[config.mk]
export PLATFORM = sky130hd
export DESIGN_NAME = nvm_prog_guard
export DESIGN_NICKNAME = d
export VERILOG_FILES = /design/src/rtl/nvm_prog_pkg.sv /design/src/rtl/nvm_prog_ctlreg.sv /design/src/rtl/nvm_prog_fsm.sv /design/src/rtl/nvm_prog_pulse.sv /design/src/rtl/nvm_prog_guard.sv
export SDC_FILE = /design/constraint.sdc
export NUM_CORES = 1
export LEC_CHECK = 0
export BUFFER_PORTS_ARGS = -buffer_cell sky130_fd_sc_hd__buf_4
export CAP_MARGIN = 20
export CORE_MARGIN = 5
export CORE_UTILIZATION = 34
export CTS_CLUSTER_DIAMETER = 100
export CTS_CLUSTER_SIZE = 16
export DETAILED_ROUTE_END_ITERATION = 16
export PLACE_DENSITY = 0.78
export SETUP_SLACK_MARGIN = 0.2
export SYNTH_ARGS = -nofsm -noshare
export SYNTH_HDL_FRONTEND = slang
export SYNTH_HIERARCHICAL = 1
export SYNTH_SLANG_ARGS = --single-unit
[constraint.sdc]
create_clock -name clk -period 2 [get_ports clk]
set_input_delay 0.5 -clock clk [delete_from_list [all_inputs] [get_ports clk]]
set_output_delay 0.5 -clock clk [all_outputs]
set_load 0.1 [all_outputs]
[src/rtl/nvm_prog_pkg.sv]
package nvm_prog_pkg;

    typedef enum logic [1:0] {
        ST_IDLE = 2'd0,
        ST_ARM  = 2'd1,
        ST_EXP  = 2'd2,
        ST_PROG = 2'd3
    } pg_state_e;

    typedef struct packed {
        logic       rsv_hi;
        logic [2:0] scale;
        logic       rsv_lo;
        logic       hv_en;
        logic       prog_sel;
        logic       sess_en;
    } pg_ctl_t;

    // How a cycle may change the control register
    typedef enum logic [2:0] {
        CW_NONE,
        CW_IDLE,
        CW_KEEPHV,
        CW_FULL,
        CW_HVONLY,
        CW_DROPHV
    } pg_cw_e;

    function automatic pg_ctl_t to_ctl(input logic [7:0] b);
        pg_ctl_t c;
        c        = pg_ctl_t'(b);
        c.rsv_hi = 1'b0;
        c.rsv_lo = 1'b0;
        return c;
    endfunction

endpackage

[src/rtl/nvm_prog_ctlreg.sv]
module nvm_prog_ctlreg
    import nvm_prog_pkg::*;
(
    input  logic       clk,
    input  logic       rst,
    input  pg_cw_e     mode,
    input  pg_ctl_t    wval,
    output pg_ctl_t    ctl_q,
    output logic [2:0] scale_nxt
);
    pg_ctl_t ctl_d;

    always_comb begin
        ctl_d = ctl_q;
        case (mode)
            CW_IDLE: begin
                ctl_d       = wval;
                ctl_d.hv_en = 1'b0;
            end
            CW_KEEPHV: begin
                ctl_d       = wval;
                ctl_d.hv_en = ctl_q.hv_en;
            end
            CW_FULL: begin
                ctl_d       = wval;
                ctl_d.hv_en = wval.hv_en & wval.sess_en;
            end
            CW_HVONLY: ctl_d.hv_en = wval.hv_en;
            CW_DROPHV: ctl_d.hv_en = 1'b0;
            default:   ctl_d = ctl_q;
        endcase
    end

    always_ff @(posedge clk) begin
        if (rst) ctl_q <= '0;
        else     ctl_q <= ctl_d;
    end

    assign scale_nxt = ctl_d.scale;

    // a write in program mode may alter only the high-voltage bit
    p_hvonly_keeps_rest_r7: assert property (@(posedge clk) disable iff (rst)
        (mode == CW_HVONLY) |=> (ctl_q.scale == $past(ctl_q.scale)
                                 && ctl_q.sess_en == $past(ctl_q.sess_en)
                                 && ctl_q.prog_sel == $past(ctl_q.prog_sel)));

endmodule

[src/rtl/nvm_prog_fsm.sv]
module nvm_prog_fsm
    import nvm_prog_pkg::*;
(
    input  logic      clk,
    input  logic      rst,
    input  logic      reg_wr,
    input  logic      arr_wr,
    input  logic      exit_req,
    input  logic      w_se,
    input  logic      w_ps,
    input  logic      w_hv,
    output pg_state_e state_q,
    output pg_cw_e    mode
);
    pg_state_e state_d;

    always_comb begin
        state_d = state_q;
        mode    = CW_NONE;
        case (state_q)
            ST_IDLE: if (reg_wr) begin
                mode = CW_IDLE;
                if (!w_ps && w_se) state_d = ST_ARM;
            end
            ST_ARM: if (reg_wr) begin
                mode = CW_KEEPHV;
                if (!w_se) state_d = ST_IDLE;
            end else if (arr_wr) begin
                state_d = ST_EXP;
            end
            ST_EXP: if (reg_wr) begin
                mode = CW_FULL;
                if (!w_se)     state_d = ST_IDLE;
                else if (w_hv) state_d = ST_PROG;
            end
            ST_PROG: if (exit_req) begin
                mode    = CW_DROPHV;
                state_d = ST_EXP;
            end else if (reg_wr) begin
                mode = CW_HVONLY;
                if (!w_hv) state_d = ST_EXP;
            end
            default: state_d = ST_IDLE;
        endcase
    end

    always_ff @(posedge clk) begin
        if (rst) state_q <= ST_IDLE;
        else     state_q <= state_d;
    end

    // expanded-interlock is reached only after first-interlock (or back from program)
    p_exp_entry_r4: assert property (@(posedge clk) disable iff (rst)
        (state_q == ST_EXP && $past(state_q) != ST_EXP)
            |-> ($past(state_q) == ST_ARM || $past(state_q) == ST_PROG));

    // program is entered only from expanded-interlock
    p_prog_entry_r6: assert property (@(posedge clk) disable iff (rst)
        (state_q == ST_PROG && $past(state_q) != ST_PROG) |-> $past(state_q) == ST_EXP);

    // the cycle after a master reset finds the block in normal
    p_master_rst_r9: assert property (@(posedge clk) disable iff (rst)
        $past(rst) |-> state_q == ST_IDLE);

    // an exit request in program lands in expanded-interlock
    p_exit_prog_r8: assert property (@(posedge clk) disable iff (rst)
        (state_q == ST_PROG && exit_req) |=> state_q == ST_EXP);

endmodule

[src/rtl/nvm_prog_pulse.sv]
module nvm_prog_pulse #(
    parameter int PULSE_SHIFT = 2
) (
    input  logic       clk,
    input  logic       rst,
    input  logic       in_prog,
    input  logic [2:0] scale_nxt,
    input  logic [2:0] scale_cur,
    output logic       hv_busy
);
    localparam int CW = 3 + PULSE_SHIFT;

    logic [CW-1:0] cnt;

    always_ff @(posedge clk) begin
        if (rst)              cnt <= '0;
        else if (!in_prog)    cnt <= CW'(scale_nxt) << PULSE_SHIFT;
        else if (cnt != '0)   cnt <= cnt - 1'b1;
    end

    assign hv_busy = in_prog && (scale_cur == 3'd0 || cnt != '0);

    // once the pulse has ended it stays ended for the rest of the stay
    p_busy_stays_low_r10: assert property (@(posedge clk) disable iff (rst)
        (in_prog && $past(in_prog) && !$past(hv_busy)) |-> !hv_busy);

endmodule

[src/rtl/nvm_prog_guard.sv]
module nvm_prog_guard
    import nvm_prog_pkg::*;
#(
    parameter int ADDR_W      = 16,
    parameter int DATA_W      = 32,
    parameter int PULSE_SHIFT = 2
) (
    input  logic              clk,
    input  logic              rst,
    input  logic              soft_rst,
    input  logic              map_off,
    input  logic              bus_rd,
    input  logic              bus_wr,
    input  logic              bus_arr,
    input  logic [ADDR_W-1:0] bus_addr,
    input  logic [DATA_W-1:0] bus_wdata,
    output logic [1:0]        st_code,
    output logic [7:0]        ctl_q,
    output logic              arr_resp,
    output logic              margin_rd,
    output logic              pb_strobe,
    output logic [ADDR_W-1:0] pb_addr,
    output logic [DATA_W-1:0] pb_data,
    output logic              bus_err,
    output logic              hv_req,
    output logic              hv_busy
);
    pg_state_e  state;
    pg_cw_e     mode;
    pg_ctl_t    wval;
    pg_ctl_t    ctl;
    logic [2:0] scale_nxt;
    logic       in_prog;
    logic       reg_wr;
    logic       arr_wr;

    assign wval    = to_ctl(bus_wdata[7:0]);
    assign reg_wr  = bus_wr && !bus_arr;
    assign arr_wr  = bus_wr && bus_arr;
    assign in_prog = (state == ST_PROG);

    nvm_prog_fsm u_fsm (
        .clk      (clk),
        .rst      (rst),
        .reg_wr   (reg_wr),
        .arr_wr   (arr_wr),
        .exit_req (soft_rst || map_off),
        .w_se     (wval.sess_en),
        .w_ps     (wval.prog_sel),
        .w_hv     (wval.hv_en),
        .state_q  (state),
        .mode     (mode)
    );

    nvm_prog_ctlreg u_ctl (
        .clk       (clk),
        .rst       (rst),
        .mode      (mode),
        .wval      (wval),
        .ctl_q     (ctl),
        .scale_nxt (scale_nxt)
    );

    nvm_prog_pulse #(.PULSE_SHIFT(PULSE_SHIFT)) u_pulse (
        .clk       (clk),
        .rst       (rst),
        .in_prog   (in_prog),
        .scale_nxt (scale_nxt),
        .scale_cur (ctl.scale),
        .hv_busy   (hv_busy)
    );

    assign st_code   = state;
    assign ctl_q     = ctl;
    assign arr_resp  = bus_rd && bus_arr && !in_prog;
    assign margin_rd = bus_rd && bus_arr && (state == ST_EXP);
    assign pb_strobe = arr_wr && (state == ST_ARM || state == ST_EXP);
    assign pb_addr   = bus_addr;
    assign pb_data   = bus_wdata;
    assign bus_err   = bus_arr && (bus_rd || bus_wr) && in_prog;
    assign hv_req    = in_prog;

    // high voltage cannot be enabled before the interlock write
    p_arm_hv_low_r3: assert property (@(posedge clk) disable iff (rst)
        (state == ST_IDLE || state == ST_ARM) |-> !ctl.hv_en);

    // the array stays silent while programming
    p_prog_quiet_r7: assert property (@(posedge clk) disable iff (rst)
        in_prog |-> (!arr_resp && !pb_strobe && !margin_rd));

    // the program state always holds the high-voltage bit set
    p_prog_hv_set_r6: assert property (@(posedge clk) disable iff (rst)
        in_prog |-> ctl.hv_en);

endmodule

### Yosys cells after proc, flatten, opt, wreduce, memory -nomap -nowiden

Cells that the tools add are included.
W data, S select, Z words.

| storage, ports and cells | value |
|---|---|
| register bits | 13 |
| bits in latches | 0 |
| memory bits (writable) | 0 |
| memory bits (read-only) | 0 |
| input bits | 55 |
| output and inout port bits | 64 |
| logic and storage cells | 74 |
| memories kept | 0 |

| operators by class | value |
|---|---|
| add/subtract/negate cells | 1 |
| multiply operators | 0 |
| divide/modulo/power cells | 0 |
| order comparisons | 0 |
| equal/unequal tests | 17 |
| shift operators | 0 |
| muxes and demuxes | 22 |
| bitwise operators | 2 |
| reductions and logical operators | 25 |

Operators with widths:

| cell | number |
|---|---|
| $mux W2 | 13 |
| $pmux W3 S4 | 1 |
| $logic_and A1 B1 Y1 | 10 |
| $mux W5 | 2 |
| $ne A3 B3 Y1 const B | 3 |
| $pmux W2 S4 | 1 |
| $reduce_and A8 Y1 | 1 |
| $eq A3 B2 Y1 const B | 2 |
| $eq A3 B3 Y1 const B | 2 |
| $mux W3 | 2 |
| $reduce_bool A5 Y1 | 1 |
| $sub A5 B1 Y5 const B | 1 |
| $eq A2 B2 Y1 const B | 2 |
| $logic_or A1 B1 Y1 | 4 |
| $mux W4 | 1 |
| $ne A2 B1 Y1 const B | 2 |
| $ne A2 B2 Y1 const B | 2 |
| $reduce_or A2 Y1 | 2 |
| $eq A3 B1 Y1 const B | 1 |
| $logic_not A1 Y1 | 3 |
| $logic_not A3 Y1 | 1 |
| $ne A3 B1 Y1 const B | 1 |
| $ne A3 B2 Y1 const B | 1 |
| $pmux W1 S3 | 1 |
| other kinds (7) | 7 |

### Depth between registers and ports, before layout

Gate-level depths: netlist (run 1).

| logic depth | value |
|---|---|
| word-level depth | 9 |
| mapped depth | 8 |
| gate-level depth less buffers | 7 |

### By module

Netlist (run 1), hierarchy kept.

Modules (own cells, without submodules):

| module | times used | cells an instance | area each (sq um) | sequential area each (sq um) |
|---|---|---|---|---|
| nvm_prog_guard | 1 | 59 | 446.7 | 0.0 |
| nvm_prog_ctlreg | 1 | 33 | 382.9 | 160.2 |
| nvm_prog_pulse | 1 | 30 | 274.0 | 100.1 |
| nvm_prog_fsm | 1 | 24 | 182.7 | 40.0 |

### Least setup slack after synthesis (run 1)

No wires, ideal clock.

| path | value |
|---|---|
| kind | flip-flop to output port |
| from | reg u_fsm.state_q[1] |
| to | out hv_busy |
| arrival | 3.028 ns |
| data required time | 1.500 ns |
| path slack | -1.528 ns |
| stages on the path, launching flop included | 3 |
| path buffers | 0 |
| path through | dfxtp_1 > ha_1 > o21a_1 |

| between the ends | value |
|---|---|
| word-level cells in the longest chain between the ends | 2 |

RTL lines:

| element | RTL line | RTL |
|---|---|---|
| start: declaration | nvm_prog_fsm.sv:12 | `output pg_state_e state_q,` |
| start signal: assignment | nvm_prog_fsm.sv:49 | `else state_q <= state_d;` |
| $eq A2 B2 Y1 | nvm_prog_guard.sv:40 | `assign in_prog = (state == ST_PROG);` |
| named net hv_req | nvm_prog_guard.sv:25 | `output logic hv_req,` |
| $logic_and A1 B1 Y1 | nvm_prog_pulse.sv:21 | `assign hv_busy = in_prog && (scale_cur == 3'd0 \|\| cnt != '0);` |
| end: declaration | nvm_prog_guard.sv:26 | `output logic hv_busy` |

The timed path passes the listed nets, and every way through them passes these cells.

### Worst setup path after layout (run 1)

| path | value |
|---|---|
| from | reg u_pulse.cnt[0] |
| to | out hv_busy |

| between the ends | value |
|---|---|
| word-level cells in the longest chain between the ends | 3 |

RTL lines:

| element | RTL line | RTL |
|---|---|---|
| start: declaration | nvm_prog_pulse.sv:13 | `logic [CW-1:0] cnt;` |
| start signal: assignment | nvm_prog_pulse.sv:17 | `else if (!in_prog) cnt <= CW'(scale_nxt) << PULSE_SHIFT;` |
| start signal: assignment | nvm_prog_pulse.sv:18 | `else if (cnt != '0) cnt <= cnt - 1'b1;` |
| $reduce_bool A5 Y1 | nvm_prog_pulse.sv:21 |  |
| $logic_or A1 B1 Y1 | nvm_prog_pulse.sv:21 |  |
| $logic_and A1 B1 Y1 | nvm_prog_pulse.sv:21 |  |

No other way between the ends.

==> results of run 1 <==
placed cells by master, fill, tap and decap left out, types with 2 or more instances in the layout:
| cell | n |
|---|---|
| buf_4 | 38 |
| dfxtp_1 | 10 |
| nor2_1 | 7 |
| nand2b_1 | 5 |
| buf_12 | 4 |
| mux2i_1 | 4 |
| nand2_1 | 4 |
| a21oi_1 | 4 |
| inv_1 | 4 |
| inv_2 | 3 |
| nor2b_4 | 3 |
| ha_4 | 3 |
| clkbuf_8 | 3 |
| mux2_4 | 3 |
| nor3_1 | 3 |
| dfxtp_2 | 3 |
| xnor2_1 | 3 |
| and3b_4 | 2 |
| conb_1 | 2 |
| nand3_1 | 2 |
| nor2_2 | 2 |
| dfxtp_4 | 2 |
timing repair:
action | CTS | global route
endpoints found under the setup margin | 5 | 5
buffers inserted | 5 | 2
hold buffers | 0 | 0
pin swaps | 3 | 1
gates resized for setup | 11 | 1
through the flow:
| stage | total power, µW | std cells | TNS (ns) |
|---|---|---|---|
| 5_1_grt | 887 | 188 | -0.128 |
| 2_1_floorplan | 960 | 147 | 0 |
| 3_5_place_dp | 614 | 177 | 0 |
| 4_1_cts | 858 | 186 | -0.0995 |
| 3_3_place_gp | 613 | 177 | 0 |
| 6_report | 847 | 188 | -0.0991 |
worst min-delay path by stage:
stage | start | to | slack, ns | cells after the start
after floorplan | u_pulse/cnt[4] | u_pulse/cnt[4] | 0.45 | 2
after global placement | u_pulse/cnt[4] | u_pulse/cnt[4] | 0.48 | 2
after detailed placement | u_ctl/ctl_q[7] | u_ctl/ctl_q[7] | 0.49 | 2
after CTS | u_ctl/ctl_q[3] | u_ctl/ctl_q[3] | 0.51 | 2
after global routing | u_ctl/ctl_q[1] | u_ctl/ctl_q[1] | 0.54 | 2
final | u_ctl/ctl_q[3] | u_ctl/ctl_q[3] | 0.50 | 2
metal layers:
layer  GRT usage  vias to the layer above  wire [µm]
met5           0                        -          0
met4      0.0397                        0         17
met3      0.0295                        4        185
met2       0.152                       33       1170
met1       0.105                      378        943
li1            -                      421          -
cells by family (layout without fill, tap and decap cells):
| kind of cell | after synthesis | in the layout | share of synthesized area |
|---|---|---|---|
| buf+inv | 60 | 53 | 0.336 |
| simple gates | 38 | 38 | 0.186 |
| compound gates | 18 | 18 | 0.120 |
| flops | 15 | 15 | 0.233 |
| mux | 7 | 7 | 0.0661 |
| xor+xnor | 4 | 4 | 0.0272 |
| fa+ha+maj | 3 | 3 | 0.0292 |
| other cells | 1 | 2 | 0.00292 |
synth_stat cells, types with 2 or more instances:
library cell / instances
ha_1: 3
o21ai_0: 2
nor3_1: 3
buf_4: 51
and3b_1: 2
nand3_1: 2
nand2b_1: 5
buf_6: 2
nor2_1: 9
nand2_1: 4
nor2b_1: 2
mux2i_1: 4
inv_1: 7
a21oi_1: 4
nor2b_4: 2
dfxtp_1: 15
mux2_4: 3
xnor2_1: 3
cell type report:
cell class | count | area share
inverter | 7 | 0.0182
timing repair buffer | 42 | 0.253
multi-input combinational | 72 | 0.440
clock buffer | 4 | 0.0312
sequential | 15 | 0.216
tap | 48 | 0.0416
power breakdown:
group	internal (µW)	switching, µW	leakage (µW)	total, µW
combinational	94.2	198	0.000481	292
clock	140	91.6	0.0000228	232
sequential	312	10.9	0.000125	323
state kept, by name, indices dropped and copies added, names as in the netlist:
signal         flops
u_ctl/ctl_q        8
u_fsm/state_q      2
u_pulse/cnt        5
worst register-to-register path, delay by kind of cell, from the launching register on:
family	cells	cell delay, ns
flops	1	0.36
mux	1	0.34
simple gates	2	0.23
compound gates	1	0.27
xor+xnor	1	0.19
buf+inv	1	0.17
==> reports/metrics.yaml, run 1 <==
period_share: 1.05
status: "finished, violations left"
overflow: 0
critPathMaxFanout: 2
finalHoldViolations: 0
critPathRequiredTime_ns: 1.50
slowest_stage: "or4b_4"
diodes: 0
initialDrtViolationCount: 26
final_max_slew_viol_count: 0
yosysSeqAreaShare: 0.233
cts_tree: "yes"
synth.cell_area_um2: 1290
worstReg2RegEnd: "u_ctl/ctl_q[6]"
io_buffers: 34
cp_num_cells: 5
synth_top_area_cell: "buf_4"
power_leakage_uw: 0.000629
period_minus_slack_ns: 2.10
synth_cells: 146
cts_buffer_depth: 2
drive_gt1_frac: 0.557
vias: 836
drc: 0
seq_area_um2: 312
fin_skew_ns: 0.00164
die_area_um2: 5110
yosys-top-cells-area: "buf_4 (30%), dfxtp_1 (23%), mux2_4 (3.5%), mux2i_1 (3.1%), ha_1 (2.9%)"
nFillCells: 378
finalSetupViolCount: 1
initial_core_util: 0.351
rsz0062_at_grt: "yes"
final_design_area_no_fill_um2: 1440
core-area_um2: 3660
routed_via_density: 4.45
cp-start-kind: "flip-flop"
ys_types: 41
clock_latency_ns: 0.24
fmax_mhz: 476
die_width_um: 71.5
yosysWarnings: 6
htreeDepth: 1
synth_top_area_frac: 0.298
async_reset_ff_frac: 0
grt_use_total: 0.0906
cts_sinks: 15
antenna_found_initial: 0
layout_setup_ws_ns: -0.0991
io_pins: 119
rows: 22
dp_hpwl_um: 1780
reg2reg_depth: 6
dpl_cell_area_um2: 1280
ys.flop_type: "dfxtp_1"
grt_pass1_wl_um: 3840
ir_drop_uv: 339
power_per_cell_area_nw_per_um2: 586
wl_um: 2320
endpoint_kind: "output port"
drv_cap: 0
cts_root_buffer: "clkbuf_8"
final_util: 0.394
gp_congestion: 0.737
avgRoutedWirePerCell_um: 12.3
nNetsFinal: 199
cpLargestDelayFamily: "simple AND/OR/NAND/NOR gates"
cts_buffers: 3
cpPeakStageDelay_ns: 0.46
syn_area_per_cell_um2: 8.81
cp_num_buf_inv: 2
regToRegStartpoint: "u_fsm/state_q[0]"
synth_edf_count: 0
crit_end: "hv_busy"
dieHeight_um: 71.5
grt_max_degree: 17
setup.worst_path.class: "reg2out"
multi_input_area_um2: 636
cp-startpoint: "u_pulse/cnt[0]"
violations: "setup timing"
pre_cts_ws_ns: 0.0433
timing.hold.ws_ns: 0.504
critPathArrivalTime_ns: 1.60
ys_ff_latch: 15
area_growth_pct: 12.3
ant_nets: 0
regToRegSetupSlack_ns: 0.34
hold_path.class: "reg2reg"
path_clk_slew_ns: 0.06
crit_chain: "inv_2, ha_4, or4b_4, o21a_4, buf_12"
grt_pass1_vias: 852
firstDrtPassIters: 4
No activity file was read; power rests on OpenSTA's default activity.
==> run 2: changes to the inputs <==
--- a/config.mk
+++ b/config.mk
@@ -13,7 +13,7 @@
 export CTS_CLUSTER_SIZE = 16
 export DETAILED_ROUTE_END_ITERATION = 16
 export PLACE_DENSITY = 0.78
-export SETUP_SLACK_MARGIN = 0.2
+export SETUP_SLACK_MARGIN = 0.02
 export SYNTH_ARGS = -nofsm -noshare
 export SYNTH_HDL_FRONTEND = slang
 export SYNTH_HIERARCHICAL = 1
==> reports/metrics.yaml, run 2 (synthesis results as in run 1) <==
die_width_um: 71.5  # unchanged
critPathArrivalTime_ns: 1.60  # about the same
final_common_cell: "buf_4"
fin_skew_ns: 0.00585  # +0.00421 ns
tns_ns: -0.0977  # +0.00140 ns
io_buffers: 34  # unchanged
core-area_um2: 3660  # unchanged
wl_um: 2480  # +7.1%
totalPowerFinal_uw: 867  # +2.4%
status: "finished, violations left"
ir_drop_uv: 557  # +64%
clockPowerShare: 0.292  # +0.018
io_pins: 119  # unchanged
dieHeight_um: 71.5  # unchanged
overflow: 0  # unchanged
drive_gt1_frac: 0.517  # -0.0397
period_minus_slack_ns: 2.10  # -0.00140 ns
critPathMaxFanout: 2  # unchanged
nFillCells: 365  # -3.4%
largestRegisters: "u_ctl/ctl_q x8, u_pulse/cnt x5, u_fsm/state_q x2"
vias: 872  # +4.3%
swShare: 0.371  # +0.0160
routed_via_density: 4.57  # +2.7%
regToRegSetupSlack_ns: 0.39  # +0.05 ns
nNetsFinal: 202  # +1.5%
htreeDepth: 1  # unchanged
clock_latency_ns: 0.26  # +0.02 ns
rows: 22  # unchanged
grt_use_total: 0.0978  # +0.00721
dp_hpwl_um: 1800  # +1.4%
diodes: 0  # unchanged
final_max_slew_viol_count: 0  # unchanged
rsz0062_at_grt: "yes"
largest_register_ffs: 8  # unchanged
mostFrequentLayoutCells: "buf_4 (43), dfxtp_1 (11), nor2_1 (9)"
top_register: "u_ctl/ctl_q"
initialDrtViolationCount: 15  # -42%
critPathRequiredTime_ns: 1.50  # about the same
path_clk_slew_ns: 0.06  # about the same
power_frac_seq: 0.372  # -0.009
p_int_uw: 546  # -0.14%
p_switching_uw: 321  # +7.0%
area_growth_pct: 9.34
grt_pass1_wl_um: 3980  # +3.6%
power_per_cell_area_nw_per_um2: 616  # +5.1%
avgRoutedWirePerCell_um: 13.0  # +5.4%
finalHoldViolations: 0  # unchanged
cts_buffer_depth: 2  # unchanged
cts_root_buffer: "clkbuf_8"
period_share: 1.05  # about the same
hold_path.class: "reg2reg"
firstDrtPassIters: 4  # unchanged
cts_sinks: 15  # unchanged
cts_tree: "yes"
endpoint_kind: "output port"
fmax_mhz: 477  # about the same
gp_congestion: 0.735  # -0.23%
power_leakage_uw: 0.000634  # +0.78%
drv_cap: 0  # unchanged
cp-start-kind: "flip-flop"
ant_nets: 0  # unchanged
violations: "setup timing"
antenna_found_initial: 0  # unchanged
grt_pass1_vias: 925  # +8.6%
finalSetupViolCount: 1  # unchanged
cts_buffers: 3  # unchanged
layout_setup_ws_ns: -0.0977  # +0.00140 ns
initial_core_util: 0.351  # unchanged
combPwrFrac: 0.335  # -0.010
die_area_um2: 5110  # unchanged
drc: 0  # unchanged
setup.worst_path.class: "reg2out"
grt_max_degree: 17  # unchanged
-- run 2: cell types whose count changed in the layout (fill, tap and decap cells not counted), sizes merged --
cell  previous run  this run
buf             42        45
-- run 2: area by class of cell --
type                    count  area (µm²)  share of cell area
multi-input cells          72         602               0.428
repair buffers             45         363               0.258
flip-flops and latches     15         310               0.221
well taps                  48        60.1              0.0427
clock buffers               4        45.0              0.0320
inverters                   7        26.3              0.0187
-- run 2: power groups by stage --
stage	logic, µW	clock network, µW	registers, µW
after global placement	285	0	331
after global routing	305	271	324
after CTS	292	263	323
after floorplan	553	0	403
final	291	253	323
after detailed placement	287	0	331
-- run 2: metrics by stage --
step	setup slack (ns)	cells	hold slack, ns	area [µm²]	util
after floorplan	0.0437	147	0.451	1330	-
after global placement	0.0888	183	0.479	1290	0.353
after detailed placement	0.0713	183	0.491	1290	0.353
after CTS	-0.0977	191	0.499	1410	0.384
after global routing	-0.140	191	0.519	1410	0.384
final	-0.0977	191	0.497	1410	0.384
-- run 2: path summary, 6_finish.rpt --
kind                    startpoint              to  cells past startpoint
setup / recovery    u_pulse/cnt[1]         hv_busy                      5
hold / removal      u_pulse/cnt[4]  u_pulse/cnt[4]                      2
setup reg to reg  u_fsm/state_q[0]  u_pulse/cnt[3]                      7
hold reg to reg     u_pulse/cnt[4]  u_pulse/cnt[4]                      2
-- run 2: routing by layer --
layer	routed length [µm]	vias to the layer above	global-route usage	part of all wire
met5	0	-	0	0
met4	98	0	0.0981	0.039
met2	1080	33	0.145	0.44
met1	1080	398	0.112	0.43
li1	-	422	-	-
met3	223	19	0.0224	0.090
-- run 2: worst max-delay path, cell delays in order (launching register included) --
cell and delay [ns]:
dfxtp_2 0.32, inv_2 0.06, ha_4 0.13, or4b_4 0.46, o21a_4 0.22, buf_12 0.16
-- run 2: repair_timing --
action	CTS	global route
pin swaps	2	0
resized for setup	12	0
hold buffers	0	0
setup buffers	4	0
endpoints found under the setup margin	2	1
hold endpoints to repair	0	0
